`src/rtl/imp_cal_pkg.sv`:
```
package imp_cal_pkg;

  typedef struct packed {
    logic cs_n;
    logic ras_n;
    logic cas_n;
    logic we_n;
  } cmd_pins_t;

  localparam cmd_pins_t CMD_NOP = '{cs_n: 1'b0, ras_n: 1'b1, cas_n: 1'b1, we_n: 1'b1};
  localparam cmd_pins_t CMD_CAL = '{cs_n: 1'b0, ras_n: 1'b1, cas_n: 1'b1, we_n: 1'b0};

  typedef enum logic {
    CAL_SHORT = 1'b0,
    CAL_LONG  = 1'b1
  } cal_kind_e;

endpackage

```
`src/rtl/imp_cal_hold.sv`:
```
// Recovery gate: ok_o rises len_i cycles after a start pulse.
module imp_cal_hold #(
  parameter int CNT_W = 16
) (
  input  logic             clk_i,
  input  logic             rst_ni,
  input  logic             start_i,
  input  logic [CNT_W-1:0] len_i,
  output logic             ok_o
);

  logic [CNT_W-1:0] cnt_q;

  always_ff @(posedge clk_i or negedge rst_ni) begin
    if (!rst_ni) begin
      cnt_q <= '0;
    end else if (start_i) begin
      cnt_q <= (len_i == '0) ? '0 : len_i - CNT_W'(1);
    end else if (cnt_q != '0) begin
      cnt_q <= cnt_q - CNT_W'(1);
    end
  end

  assign ok_o = (cnt_q == '0) && !start_i;

endmodule

```
`src/rtl/imp_cal_timer.sv`:
```
// Saturating period timer; due_o holds until restart.
module imp_cal_timer #(
  parameter int CNT_W = 16
) (
  input  logic             clk_i,
  input  logic             rst_ni,
  input  logic             restart_i,
  input  logic [CNT_W-1:0] period_i,
  output logic             due_o
);

  logic [CNT_W-1:0] cnt_q;

  always_ff @(posedge clk_i or negedge rst_ni) begin
    if (!rst_ni) begin
      cnt_q <= '0;
    end else if (restart_i) begin
      cnt_q <= CNT_W'(1);
    end else if (cnt_q < period_i) begin
      cnt_q <= cnt_q + CNT_W'(1);
    end
  end

  assign due_o = (period_i != '0) && (cnt_q >= period_i);

  p_due_sticky_r8: assert property (@(posedge clk_i) disable iff (!rst_ni)
    due_o && !restart_i && $stable(period_i) |=> due_o);

endmodule

```
`src/rtl/imp_cal_window.sv`:
```
// Quiet-window down-counter.
module imp_cal_window #(
  parameter int WIN_W = 10
) (
  input  logic             clk_i,
  input  logic             rst_ni,
  input  logic             load_i,
  input  logic [WIN_W-1:0] len_i,
  output logic             active_o
);

  logic [WIN_W-1:0] cnt_q;

  always_ff @(posedge clk_i or negedge rst_ni) begin
    if (!rst_ni) begin
      cnt_q <= '0;
    end else if (load_i) begin
      cnt_q <= len_i;
    end else if (cnt_q != '0) begin
      cnt_q <= cnt_q - WIN_W'(1);
    end
  end

  assign active_o = (cnt_q != '0);

  p_no_reload_r4: assert property (@(posedge clk_i) disable iff (!rst_ni)
    active_o |-> !load_i);

endmodule

```
`src/rtl/imp_cal_sched.sv`:
```
module imp_cal_sched
  import imp_cal_pkg::*;
#(
  parameter int CNT_W     = 16,
  parameter int INIT_CYC  = 512,
  parameter int OPER_CYC  = 256,
  parameter int SHORT_CYC = 64
) (
  input  logic             clk_i,
  input  logic             rst_ni,
  input  logic [CNT_W-1:0] trp_cyc_i,
  input  logic [CNT_W-1:0] txs_cyc_i,
  input  logic [CNT_W-1:0] period_cyc_i,
  input  logic             all_pre_i,
  input  logic             pre_issued_i,
  input  logic             sr_exit_i,
  input  logic             long_req_i,
  input  logic             cke_i,
  input  logic             odt_i,
  input  logic             dq_oe_i,
  input  logic             ext_req_i,
  output logic             ext_gnt_o,
  output logic             cs_n_o,
  output logic             ras_n_o,
  output logic             cas_n_o,
  output logic             we_n_o,
  output logic             a10_o,
  output logic             cke_o,
  output logic             odt_o,
  output logic             dq_oe_o,
  output logic             busy_o
);

  localparam int WIN_W = $clog2(INIT_CYC + 1);

  logic trp_ok, txs_ok, due, win_active;
  logic first_pend_q, first_done_q, long_pend_q, sr_pend_q, cke_q;
  logic pend_long, pend_short, gate_ok, fire;
  cal_kind_e kind;
  logic [WIN_W-1:0] win_len;
  cmd_pins_t cmd;

  imp_cal_hold #(.CNT_W(CNT_W)) u_trp (
    .clk_i(clk_i), .rst_ni(rst_ni), .start_i(pre_issued_i), .len_i(trp_cyc_i), .ok_o(trp_ok)
  );

  imp_cal_hold #(.CNT_W(CNT_W)) u_txs (
    .clk_i(clk_i), .rst_ni(rst_ni), .start_i(sr_exit_i), .len_i(txs_cyc_i), .ok_o(txs_ok)
  );

  imp_cal_timer #(.CNT_W(CNT_W)) u_timer (
    .clk_i(clk_i), .rst_ni(rst_ni), .restart_i(fire), .period_i(period_cyc_i), .due_o(due)
  );

  imp_cal_window #(.WIN_W(WIN_W)) u_win (
    .clk_i(clk_i), .rst_ni(rst_ni), .load_i(fire), .len_i(win_len), .active_o(win_active)
  );

  assign pend_long  = first_pend_q | long_pend_q | long_req_i;
  assign pend_short = sr_pend_q | due;
  assign gate_ok    = all_pre_i & trp_ok & txs_ok & cke_i & cke_q & ~win_active;
  assign fire       = gate_ok & (pend_long | pend_short);
  assign kind       = pend_long ? CAL_LONG : CAL_SHORT;

  always_comb begin
    if (kind == CAL_LONG) win_len = first_done_q ? WIN_W'(OPER_CYC) : WIN_W'(INIT_CYC);
    else                  win_len = WIN_W'(SHORT_CYC);
  end

  always_ff @(posedge clk_i or negedge rst_ni) begin
    if (!rst_ni) begin
      first_pend_q <= 1'b1;
      first_done_q <= 1'b0;
      long_pend_q  <= 1'b0;
      sr_pend_q    <= 1'b0;
      cke_q        <= 1'b0;
    end else begin
      cke_q <= cke_i;
      if (fire && kind == CAL_LONG) begin
        first_pend_q <= 1'b0;
        first_done_q <= 1'b1;
        long_pend_q  <= 1'b0;
      end else if (long_req_i) begin
        long_pend_q <= 1'b1;
      end
      // any issue satisfies an outstanding self-refresh-exit calibration
      if (fire)           sr_pend_q <= 1'b0;
      else if (sr_exit_i) sr_pend_q <= 1'b1;
    end
  end

  assign cmd       = fire ? CMD_CAL : CMD_NOP;
  assign cs_n_o    = cmd.cs_n;
  assign ras_n_o   = cmd.ras_n;
  assign cas_n_o   = cmd.cas_n;
  assign we_n_o    = cmd.we_n;
  assign a10_o     = fire & (kind == CAL_LONG);
  assign busy_o    = fire | win_active;
  assign cke_o     = cke_i | busy_o;
  assign odt_o     = odt_i & ~busy_o;
  assign dq_oe_o   = dq_oe_i & ~busy_o;
  assign ext_gnt_o = ext_req_i & ~busy_o;

  p_cke_hist_r11: assert property (@(posedge clk_i) disable iff (!rst_ni)
    fire |-> cke_i && $past(cke_i));

  p_quiet_pins_r9: assert property (@(posedge clk_i) disable iff (!rst_ni)
    busy_o |-> cke_o && !odt_o && !dq_oe_o);

  p_precharged_r5: assert property (@(posedge clk_i) disable iff (!rst_ni)
    fire |-> all_pre_i && !pre_issued_i);

  p_sr_exit_gap_r6: assert property (@(posedge clk_i) disable iff (!rst_ni)
    fire |-> !sr_exit_i);

  p_no_back_to_back_r4: assert property (@(posedge clk_i) disable iff (!rst_ni)
    fire |=> !fire);

endmodule

```
`config.mk`:
```
export PLATFORM = sky130hd
export DESIGN_NAME = imp_cal_sched
export DESIGN_NICKNAME = d
export VERILOG_FILES = /design/src/rtl/imp_cal_pkg.sv /design/src/rtl/imp_cal_hold.sv /design/src/rtl/imp_cal_timer.sv /design/src/rtl/imp_cal_window.sv /design/src/rtl/imp_cal_sched.sv
export SDC_FILE = /design/constraint.sdc
export NUM_CORES = 1
export LEC_CHECK = 0
export CAP_MARGIN = 20
export CORE_ASPECT_RATIO = 0.6
export CORE_MARGIN = 3
export CORE_UTILIZATION = 35
export DETAILED_ROUTE_END_ITERATION = 6
export GPL_TIMING_DRIVEN = 0
export PLACE_DENSITY_LB_ADDON = 0.12
export RECOVER_POWER = 25
export SLEW_MARGIN = 20
export SYNTH_ARGS = -nofsm -noshare
export SYNTH_HDL_FRONTEND = slang
export SYNTH_HIERARCHICAL = 1
export SYNTH_SLANG_ARGS = --single-unit
export TNS_END_PERCENT = 100
```
`constraint.sdc`:
```
create_clock -name clk_i -period 6 [get_ports clk_i]
set_input_delay 1.2 -clock clk_i [delete_from_list [all_inputs] [get_ports clk_i]]
set_output_delay 1.2 -clock clk_i [all_outputs]
set_load 0.05 [all_outputs]
```
==> key figures, run 1 <==
GRT
  • Pin count of the biggest net entering global routing: 52
  • All-Layer GR Usage: 0.178
  • Number of antenna violations at the first check in global routing: 0
  • Total congestion overflow after global routing: 0
  • First-pass GRT wire length: approximately 23000 µm
  • Number of global-route vias before repair: ~4.1k

Cells and area
  • Share of cells above drive strength 1: 0.124
  • Fill cell instance count of the final layout: between 1k and 1.5k
  • Number of standard cells in the final layout excluding fillers: around 850
  • Final net count: around 730
  • Syn-to-layout area delta: 24.4%
  • Diode count: 0
  • Final design instance area without fill: between 6000 and 7000 µm²
  • Post-layout util: 0.453

Power and ir drop
  • Cell area power density: 259 nW/µm²
  • Net switching power: roughly 540 µW
  • Clk pwr share: 0.346
  • Power share of the combinational group: 0.291
  • Total power: about 1.6 mW
  • Leakage power summed over all cells: 2.36 nW
  • Sw Ratio: 0.331
  • Sequential fraction of design power: 0.363
  • Internal power: 1.09 mW
  • Worst IR drop on VDD: between 0.1 and 0.15 mV

Timing
  • Aggregate negative setup slack: 0 ns
  • Part of the cycle the worst path needs: 0.970
  • Slew Limit Headroom: -0.904
  • Count of endpoints failing hold in the final timing report: 0
  • Number of slew-limit violations in the final report: 52
  • Timing-limited maximum frequency: 172 MHz
  • Minimum clock period after layout: approximately 5.8 ns
  • Worst hold slack: between 0.5 and 0.6 ns
  • Setup violators final: 0
  • Post-route worst setup slack: between 0.15 and 0.2 ns
  • Unrepaired setup endpoints after global routing: false
  • Worst-margin pin slew: roughly 2.9 ns
  • Final Skew: around 0.0087 ns

Placement
  • Count of port buffers added during placement: 64
  • Placed cells: 829
  • Dpl ws: -0.388 ns
  • Post-DP HPWL: roughly 11000 µm
  • Placed Instance Area: between 6000 and 7000 µm²
  • Final Wtd Congestion: 0.819

Setup path
  • Type of origin of the critical path: input port
  • Data required time of the critical path: around 4.8 ns
  • Arrival time at the worst endpoint: approximately 4.6 ns
  • Classification of the worst setup path: in -> out
  • Depth of the worst register-to-register path: 14
  • CP Capture Type: output port
  • Critical path's slowest cell: sky130_fd_sc_hd__dlygate4sd2_1
  • CP max FO: 10
  • Max incr delay on CP: around 0.56 ns
  • Critical path's most frequent cell: sky130_fd_sc_hd__nor2_1
  • Critical Path, Cell by Cell: clkdlybuf4s50_1 -> inv_1 -> ha_1 -> nand4_1 -> nor2_1 -> o2bb2ai_1 -> buf_2 -> nor3_2 -> a21oi_1 -> nor2_1 -> a211oi_4 -> buf_4 -> nor3b_1 -> dlygate4sd2_1

Hold path
  • Worst min path class: reg -> reg
  • Number of cells traversed by the worst hold path: 1

Die
  • Die Outline Area: between 15000 and 20000 µm²
  • Num rows: 33
  • Top-level port count: 68
  • Effective utilization at floorplan: 0.364
  • Die Width: 161 µm
  • Core area: 13900 µm²
  • Die extent in y: around 99 µm

CTS
  • # H-tree levels: 3
  • Skew-Pair Late Insertion Delay: between 0.3 and 0.4 ns
  • Clock sink total: 63
  • Clock slew seen by the registers of the worst setup and hold paths: roughly 0.060 ns
  • CTS Root Buffer Type: sky130_fd_sc_hd__clkbuf_16
  • Clock tree buffer depth: 2
  • Number of buffers inserted during clock tree synthesis: 9
  • Clock tree from TritonCTS: yes

Yosys
  • Ys async rst share: 1.00
  • Proportion of netlist area held by the largest area contributor: 0.306
  • Number of synthesized register bits: 63
  • Most instantiated flip-flop cell in the synthesis netlist: sky130_fd_sc_hd__dfrtp_1
  • Seq/Total Area, Yosys: 0.311
  • Area contributors post-synth: sky130_fd_sc_hd__dfrtp_1 (31%), sky130_fd_sc_hd__ha_1 (5.9%), sky130_fd_sc_hd__nor2_1 (4.4%), sky130_fd_sc_hd__xnor2_1 (3.5%), sky130_fd_sc_hd__xor2_1 (3.5%)
  • Warning count from the yosys run: 6
  • Post-Synthesis Cell Area: just over 5000 µm²
  • Count leader, synth: sky130_fd_sc_hd__dfrtp_1
  • EDFF count, synth: 0
  • Synthesized area per cell: about 9.0 µm²
  • Leading cell types by count after synthesis: sky130_fd_sc_hd__dfrtp_1 (62), sky130_fd_sc_hd__nor2_1 (59), sky130_fd_sc_hd__inv_1 (34), sky130_fd_sc_hd__nand2_1 (34), sky130_fd_sc_hd__nor4_1 (27)
  • Biggest area consumer among synthesized cells: sky130_fd_sc_hd__dfrtp_1
  • Number of distinct library cells after synthesis: between 70 and 80
  • Synthesized netlist cell count: roughly 560

Routing
  • DR vias: ~4.5k
  • Wirelength per Cell: around 16 µm
  • Number of detailed-route iterations in the first pass: 5
  • Avg Vias per Cell: about 5.4
  • Routed Antenna Nets: 0
  • Total wirelength of the detailed-routed design: roughly 14000 µm
  • Drt drc: 0
  • Number of DRC markers after the initial detailed-route iteration: between 200 and 300

Status
  • Failing checks: max-capacitance violations, max-slew violations
  • Outcome: finished with violations

Flow run
  • Maxcap violations: 1
state kept, by name, indices dropped and copies added, names as in the netlist:
signal	cells
u_timer/cnt_q	16
u_trp/cnt_q	16
u_txs/cnt_q	16
u_win/cnt_q	10
cke_q	1
first_done_q	1
first_pend_q	1
long_pend_q	1
sr_pend_q	1
repair_timing:
action	in CTS	in global routing
endpoints found under the hold margin	0	0
gates resized for setup	7	7
pin swaps	0	1
setup endpoints to repair	5	5
setup buffers	0	2
hold buffers	0	0
layout make-up:
type / instances / area (µm²) / share of cell area
inverter: 34 / 128 / 0.0202
timing repair buffer: 67 / 642 / 0.102
sequential: 63 / 1580 / 0.250
tap: 192 / 240 / 0.0381
clock inverter: 7 / 96.3 / 0.0153
buffer: 21 / 123 / 0.0194
multi-input combinational: 454 / 3280 / 0.519
clock buffer: 9 / 225 / 0.0357
path summary, 6_finish.rpt:
kind,start,end,slack [ns]
min reg2reg,first_done_q$_DFFE_PN0P_,first_done_q$_DFFE_PN0P_,0.50
max,period_cyc_i[15],dq_oe_o,0.18
max reg2reg,u_timer/cnt_q[13]$_DFFE_PN0P_,u_win/cnt_q[6]$_DFFE_PN0P_,2.07
min,first_done_q$_DFFE_PN0P_,first_done_q$_DFFE_PN0P_,0.50
max in group asynchronous,rst_ni,u_trp/cnt_q[4]$_DFFE_PN0N_,1.96
min in group asynchronous,rst_ni,u_win/cnt_q[7]$_DFFE_PN0P_,0.89
worst max-delay path, delay by kind of cell:
| kind | cells | cell delay (ns) |
|---|---|---|
| AOI/OAI and AO/OA | 3 | 0.50 |
| adders and majority gates | 1 | 0.30 |
| buffers and inverters | 5 | 1.60 |
| and+or+nand+nor | 5 | 1.00 |
per-layer routing:
layer	global-route usage	wire [µm]	up-vias
met1	0.314	8100	2135
li1	-	-	2261
met4	0.0357	76	0
met5	0	0	-
met3	0.0400	925	7
met2	0.205	4760	138
kinds of logic after synthesis:
logic type / after synthesis / synth area share
and+or+nand+nor: 264 / 0.325
muxes: 14 / 0.0306
adders and majority gates: 24 / 0.0592
DFF: 63 / 0.311
xor gates and xnor gates: 40 / 0.0691
AOI/OAI and AO/OA: 102 / 0.154
buffers and inverters: 55 / 0.0494
other: 2 / 0.00148
power by group through the flow:
| stage | logic [mW] | clock network, mW | registers (mW) |
|---|---|---|---|
| floorplan | 0.333 | 0 | 0.570 |
| global placement | 0.454 | 0 | 0.596 |
| detailed placement | 0.469 | 0 | 0.597 |
| CTS | 0.473 | 0.578 | 0.590 |
| global route | 0.531 | 0.599 | 0.607 |
| finish | 0.475 | 0.564 | 0.592 |
placed cells by master, fill, tap and decap left out, types with 6 or more instances in the layout:
master and instances:
sky130_fd_sc_hd__xnor2_1 20, sky130_fd_sc_hd__dfrtp_1 62, sky130_fd_sc_hd__or3_1 6, sky130_fd_sc_hd__o21ai_1 6
sky130_fd_sc_hd__mux2_2 9, sky130_fd_sc_hd__nand4_1 15, sky130_fd_sc_hd__a21oi_1 12, sky130_fd_sc_hd__clkdlybuf4s50_1 58
sky130_fd_sc_hd__clkbuf_1 14, sky130_fd_sc_hd__o22ai_1 10, sky130_fd_sc_hd__nor2_1 59, sky130_fd_sc_hd__or3_4 6
sky130_fd_sc_hd__o21ai_0 6, sky130_fd_sc_hd__nand3_1 6, sky130_fd_sc_hd__inv_1 34, sky130_fd_sc_hd__clkbuf_16 9
sky130_fd_sc_hd__nand2b_1 14, sky130_fd_sc_hd__nor3b_1 7, sky130_fd_sc_hd__o31a_1 8, sky130_fd_sc_hd__conb_1 10
sky130_fd_sc_hd__nor4_1 27, sky130_fd_sc_hd__nor2b_1 18, sky130_fd_sc_hd__o22a_1 8, sky130_fd_sc_hd__xor2_1 20
sky130_fd_sc_hd__nor3_1 20, sky130_fd_sc_hd__and4_1 7, sky130_fd_sc_hd__nand2_1 34, sky130_fd_sc_hd__ha_1 24
(Power assumes the default switching activity.)
==> run 2: changes to the inputs <==
CTS_BUF_LIST = sky130_fd_sc_hd__clkbuf_2   (was not set)
==> run 2 against run 1 <==
Effect of this change:
- the run still ends with max-capacitance violations, max-slew violations left
- final cell count did not move
- worst setup slack improved by 0.010 ns
- via count barely moved
- global-route usage fell by 0.19 points
- clock skew rose by 0.029 ns
- register-to-register slack barely moved
- hold slack improved by 0.022 ns
- clock power fell by 45%
- fmax rose by 0.17%
- largest power group unchanged
- non-clock buffer count did not move
- sequential cell count did not move
- critical endpoint unchanged
- critical path type unchanged
- total power fell by 16%
==> key figures, run 2 (synthesized netlist as in run 1, its figures left out) <==
Setup path
  • CP Capture Type: output port
  • Critical path's slowest cell: sky130_fd_sc_hd__or4_4
  • Depth of the worst register-to-register path: 14
  • Critical Path, Cell by Cell: clkdlybuf4s50_1 -> inv_1 -> ha_1 -> nand4_1 -> or4_4 -> a21oi_4 -> buf_6 -> nor3_2 -> a21oi_1 -> nor2_1 -> a211oi_4 -> buf_4 -> nor3b_1 -> dlygate4sd2_1
  • CP max FO: 10
  • Max incr delay on CP: about 0.62 ns
  • Type of origin of the critical path: input port
  • Data required time of the critical path: between 4 and 5 ns
  • Worst path bufs/invs: 5
  • Dominant delay contributor by cell family on the critical path: buffers and inverters
  • Classification of the worst setup path: in -> out
  • Levels on crit path: 14
  • Arrival time at the worst endpoint: 4.61 ns

GRT
  • Total congestion overflow after global routing: 0
  • Pin count of the biggest net entering global routing: 52
  • Number of global-route vias before repair: 4171
  • Number of antenna violations at the first check in global routing: 0
  • First-pass GRT wire length: 22800 µm
  • All-Layer GR Usage: 0.177

Timing
  • Count of endpoints failing hold in the final timing report: 0
  • Slew Limit Headroom: -0.925
  • Number of slew-limit violations in the final report: between 50 and 60
  • Setup violators final: 0
  • Minimum clock period after layout: 5.81 ns
  • Post-route worst setup slack: about 0.19 ns
  • Part of the cycle the worst path needs: 0.968
  • Timing-limited maximum frequency: approximately 170 MHz
  • Final Skew: ~0.038 ns
  • Worst-margin pin slew: ~2.9 ns
  • Worst hold slack: about 0.52 ns

Die
  • Die Outline Area: ~16000 µm²
  • Num rows: 33
  • Core area: roughly 14000 µm²
  • Effective utilization at floorplan: 0.364
  • Die Width: 161 µm
  • Die extent in y: between 90 and 100 µm
  • Top-level port count: slightly below 70

Routing
  • DR vias: 4542
  • Routed Antenna Nets: 0
  • Number of DRC markers after the initial detailed-route iteration: about 300
  • Avg Vias per Cell: roughly 5.4
  • Number of detailed-route iterations in the first pass: 4
  • Total wirelength of the detailed-routed design: 13800 µm
  • Wirelength per Cell: 16.3 µm
  • Drt drc: 0

Flow run
  • Maxcap violations: 1

CTS
  • Clock tree from TritonCTS: yes
  • Clock slew seen by the registers of the worst setup and hold paths: ~0.20 ns
  • CTS Root Buffer Type: sky130_fd_sc_hd__clkbuf_2
  • Clock sink total: 63
  • # H-tree levels: 3
  • Number of buffers inserted during clock tree synthesis: 9
  • Skew-Pair Late Insertion Delay: between 0.5 and 0.6 ns
  • Clock tree buffer depth: 2
  • Number of hold buffers added after cts: 0

Cells and area
  • Most used cells in the layout excluding fill and tap cells: sky130_fd_sc_hd__dfrtp_1 (62), sky130_fd_sc_hd__nor2_1 (59), sky130_fd_sc_hd__clkdlybuf4s50_1 (58)
  • Multi-input gate area: 3280 µm²
  • Syn-to-layout area delta: 20.9%
  • Diode count: 0
  • Register area: about 1600 µm²
  • Final net count: 732
  • Share of cells above drive strength 1: 0.124
  • Fill cell instance count of the final layout: 1376
  • Biggest registers after layout: u_timer/cnt_q (16), u_trp/cnt_q (16), u_txs/cnt_q (16)
  • Most common cell after layout, fill and taps aside: sky130_fd_sc_hd__dfrtp_1
  • Post-layout util: 0.440
  • Number of standard cells in the final layout excluding fillers: about 850

Hold path
  • Number of cells traversed by the worst hold path: 1
  • Worst min path class: reg -> reg

Placement
  • Placed cells: between 800 and 900
  • Count of port buffers added during placement: between 60 and 70
  • Final Wtd Congestion: approximately 0.8
  • Dpl ws: -0.388 ns
  • Post-DP HPWL: 11100 µm

Status
  • Outcome: finished with violations
  • Failing checks: max-capacitance violations, max-slew violations

Power and ir drop
  • Leakage power summed over all cells: approximately 2.3 nW
  • Worst IR drop on VDD: 0.0970 mV
  • Cell area power density: 224 nW/µm²
  • Total power: approximately 1.4 mW
[run 2: cell counts in the layout (fill, tap and decap cells not counted)]
No cell type changed its count.
[run 2: repair_timing]
action,in CTS,in global routing
setup buffers,0,2
setup endpoints to repair,5,5
pin swaps,0,1
gates resized for setup,7,7
[run 2: final timing paths]
kind                                                     from                    endpoint  slack [ns]
worst max register to register  u_timer/cnt_q[13]$_DFFE_PN0P_  u_win/cnt_q[6]$_DFFE_PN0P_        2.07
worst max-delay path                         period_cyc_i[15]                     dq_oe_o        0.19
worst min register to register       first_pend_q$_DFFE_PN1P_    first_pend_q$_DFFE_PN1P_        0.52
worst min-delay path                 first_pend_q$_DFFE_PN1P_    first_pend_q$_DFFE_PN1P_        0.52
max in group asynchronous                              rst_ni  u_txs/cnt_q[7]$_DFFE_PN0N_        2.16
min in group asynchronous                              rst_ni  u_win/cnt_q[7]$_DFFE_PN0P_        0.65
[run 2: metrics by stage]
| stage | TNS [ns] | instance area, µm² |
|---|---|---|
| 2_1_floorplan | 0 | 5100 |
| 3_3_place_gp | -1.39 | 5980 |
| 3_5_place_dp | -1.33 | 6010 |
| 4_1_cts | 0 | 6140 |
| 5_1_grt | -0.00326 | 6130 |
| 6_report | 0 | 6130 |
[run 2: routing by layer]
layer	GRT usage	wire length (µm)	vias up
li1	-	-	2262
met1	0.311	7950	2146
met2	0.207	4780	127
met3	0.0375	981	7
met4	0.0297	80	0
met5	0	0	-
[run 2: report_power, final]
group          switching [mW]  internal (mW)
Combinational           0.244          0.231
Sequential             0.0958          0.495
Clock                   0.172          0.138
Total                   0.511          0.864
[run 2: final cells by class]
class / count / share of cell area
Buffer: 21 / 0.0200
Clock buffer: 9 / 0.00735
Clock inverter: 7 / 0.0157
Inverter: 34 / 0.0208
Multi-Input combinational cell: 454 / 0.535
Sequential cell: 63 / 0.257
Tap cell: 192 / 0.0392
Timing Repair Buffer: 67 / 0.105
==> run 3: changes to the inputs <==
CORE_MARGIN = 2   (was 3)
clock period = 4.9 ns   (was 6 ns; I/O delays follow)
==> run 3 against run 2 <==
Effect of this change:
- non-clock buffer count grew 5
- the flow still finishes with violations (max-capacitance violations, max-slew violations)
- critical endpoint is now busy_o
- sequential cell count is the same
- routed wire length barely moved
- sequential share of layout area decreased by 0.47 points
==> key figures, run 3 (synthesized netlist as in run 1, its figures left out) <==
Die
  • Num rows: 34
  • Die Outline Area: 15500 µm²
  • Die Width: around 160 µm
  • Effective utilization at floorplan: 0.354
  • Top-level port count: 68
  • Core area: approximately 14000 µm²
  • Die extent in y: roughly 97 µm

CTS
  • CTS Root Buffer Type: sky130_fd_sc_hd__clkbuf_2
  • Number of hold buffers added after cts: 0
  • # H-tree levels: 3
  • Clock slew seen by the registers of the worst setup and hold paths: roughly 0.17 ns
  • Clock sink total: between 60 and 70
  • Clock tree from TritonCTS: yes
  • Number of buffers inserted during clock tree synthesis: 9
  • Clock tree buffer depth: 2
  • Skew-Pair Late Insertion Delay: 0.50 ns

Timing
  • Worst hold slack: between 0.5 and 0.6 ns
  • Slew Limit Headroom: -0.745
  • Worst-margin pin slew: roughly 2.6 ns
  • Minimum clock period after layout: around 4.8 ns
  • Number of slew-limit violations in the final report: between 40 and 50
  • Post-route worst setup slack: around 0.12 ns
  • Unrepaired setup endpoints after global routing: false
  • Timing-limited maximum frequency: ~210 MHz
  • Part of the cycle the worst path needs: 0.977
  • Setup violators final: 0
  • Final Skew: approximately 0.036 ns
  • Count of endpoints failing hold in the final timing report: 0

Routing
  • Wirelength per Cell: ~16 µm
  • Number of DRC markers after the initial detailed-route iteration: 272
  • Avg Vias per Cell: approximately 5.4
  • DR vias: between 4k and 5k
  • Drt drc: 0
  • Number of detailed-route iterations in the first pass: 5
  • Routed Antenna Nets: 0
  • Total wirelength of the detailed-routed design: between 10000 and 15000 µm

Cells and area
  • Diode count: 0
  • Number of standard cells in the final layout excluding fillers: roughly 860
  • Share of cells above drive strength 1: 0.141
  • Biggest registers after layout: u_timer/cnt_q (16), u_trp/cnt_q (16), u_txs/cnt_q (16)
  • Final net count: 737
  • Fill cell instance count of the final layout: roughly 1.4k
  • Register area: 1580 µm²
  • Most used cells in the layout excluding fill and tap cells: sky130_fd_sc_hd__dfrtp_1 (62), sky130_fd_sc_hd__nor2_1 (58), sky130_fd_sc_hd__clkdlybuf4s50_1 (52)
  • Final design instance area without fill: approximately 6200 µm²
  • Most common cell after layout, fill and taps aside: sky130_fd_sc_hd__dfrtp_1
  • Post-layout util: 0.435
  • Syn-to-layout area delta: 23.1%
  • Multi-input gate area: approximately 3400 µm²

GRT
  • Pin count of the biggest net entering global routing: 47
  • First-pass GRT wire length: approximately 23000 µm
  • All-Layer GR Usage: 0.181
  • Number of global-route vias before repair: between 4k and 5k
  • Number of antenna violations at the first check in global routing: 0
  • Total congestion overflow after global routing: 0

Placement
  • Placed cells: about 840
  • Dpl ws: -0.960 ns
  • Placed Instance Area: about 6000 µm²
  • Final Wtd Congestion: around 0.84
  • Post-DP HPWL: approximately 11000 µm
  • Count of port buffers added during placement: 64

Setup path
  • Type of origin of the critical path: input port
  • Worst reg2reg setup slack: approximately 0.87 ns
  • Crit path launch: period_cyc_i[9]
  • Classification of the worst setup path: in -> out
  • Data required time of the critical path: between 3 and 4 ns
  • CP max FO: 6
  • Capturing point of the worst reg2reg path: u_win/cnt_q[7]$_DFFE_PN0P_
  • CP Capture Type: output port
  • Termination of the worst setup path: busy_o
  • Arrival time at the worst endpoint: between 3 and 4 ns
  • Crit Reg-Reg Startpoint: u_timer/cnt_q[13]$_DFFE_PN0P_
  • Depth of the worst register-to-register path: 15

Hold path
  • Worst min path class: reg -> reg

Status
  • Outcome: finished with violations
  • Failing checks: max-capacitance violations, max-slew violations

Flow run
  • Maxcap violations: 1

Power and ir drop
  • Leakage power summed over all cells: roughly 2.4 nW
  • Worst IR drop on VDD: ~0.13 mV
  • Cell area power density: roughly 270 nW/µm²
run 3: worst max-delay path, stage by stage:
cell	delay, ns
sky130_fd_sc_hd__clkdlybuf4s50_1	0.48
sky130_fd_sc_hd__inv_1	0.07
sky130_fd_sc_hd__ha_4	0.27
sky130_fd_sc_hd__nand4_1	0.15
sky130_fd_sc_hd__or4_4	0.54
sky130_fd_sc_hd__a21oi_4	0.18
sky130_fd_sc_hd__buf_6	0.16
sky130_fd_sc_hd__nor3_4	0.06
sky130_fd_sc_hd__a21oi_2	0.17
sky130_fd_sc_hd__nor2_2	0.07
sky130_fd_sc_hd__a211oi_4	0.36
sky130_fd_sc_hd__or2_1	0.17
sky130_fd_sc_hd__buf_6	0.16
run 3: report_power, final:
part,switching [mW],internal [mW],total (mW)
clock network,0.189,0.170,0.359
logic,0.304,0.298,0.602
registers,0.126,0.606,0.731
run 3: how the worst min path moves through the flow:
| stage | slack, ns | end | cells past startpoint | startpoint |
|---|---|---|---|---|
| 2_1_floorplan | 0.45 | first_done_q$_DFFE_PN0P_ | 1 | first_done_q$_DFFE_PN0P_ |
| 3_3_place_gp | 0.49 | first_done_q$_DFFE_PN0P_ | 1 | first_done_q$_DFFE_PN0P_ |
| 3_5_place_dp | 0.48 | first_done_q$_DFFE_PN0P_ | 1 | first_done_q$_DFFE_PN0P_ |
| 4_1_cts | 0.27 | u_timer/cnt_q[14]$_DFFE_PN0P_ | 1 | rst_ni |
| 5_1_grt | 0.54 | first_pend_q$_DFFE_PN1P_ | 1 | first_pend_q$_DFFE_PN1P_ |
| 6_report | 0.52 | first_pend_q$_DFFE_PN1P_ | 1 | first_pend_q$_DFFE_PN1P_ |
run 3: cell type report:
class	count	share of cell area
plain buffers	21	0.0196
clock buffers	11	0.00882
well taps	198	0.0397
clock inverters	5	0.0116
repair buffers	72	0.110
multi-input cells	454	0.537
inverters	34	0.0204
flip-flops and latches	63	0.253
run 3: repair_timing:
item	CTS	global route
buffers inserted	3	4
gates resized for setup	33	16
pin swaps	2	6
setup endpoints to repair	6	6
run 3: layer usage:
metal  up-vias  global-route usage  part of all wire
met5         -                   0                 0
met4         0              0.0315            0.0072
met3         9              0.0418             0.062
met2       138               0.243              0.40
met1      2202               0.292              0.53
li1       2252                   -                 -
run 3: metrics by stage:
| step | power (mW) | TNS [ns] |
|---|---|---|
| finish | 1.69 | 0 |
| detailed placement | 1.31 | -5.49 |
| global route | 1.82 | 0 |
| CTS | 1.68 | 0 |
| floorplan | 1.11 | 0 |
| global placement | 1.28 | -5.77 |
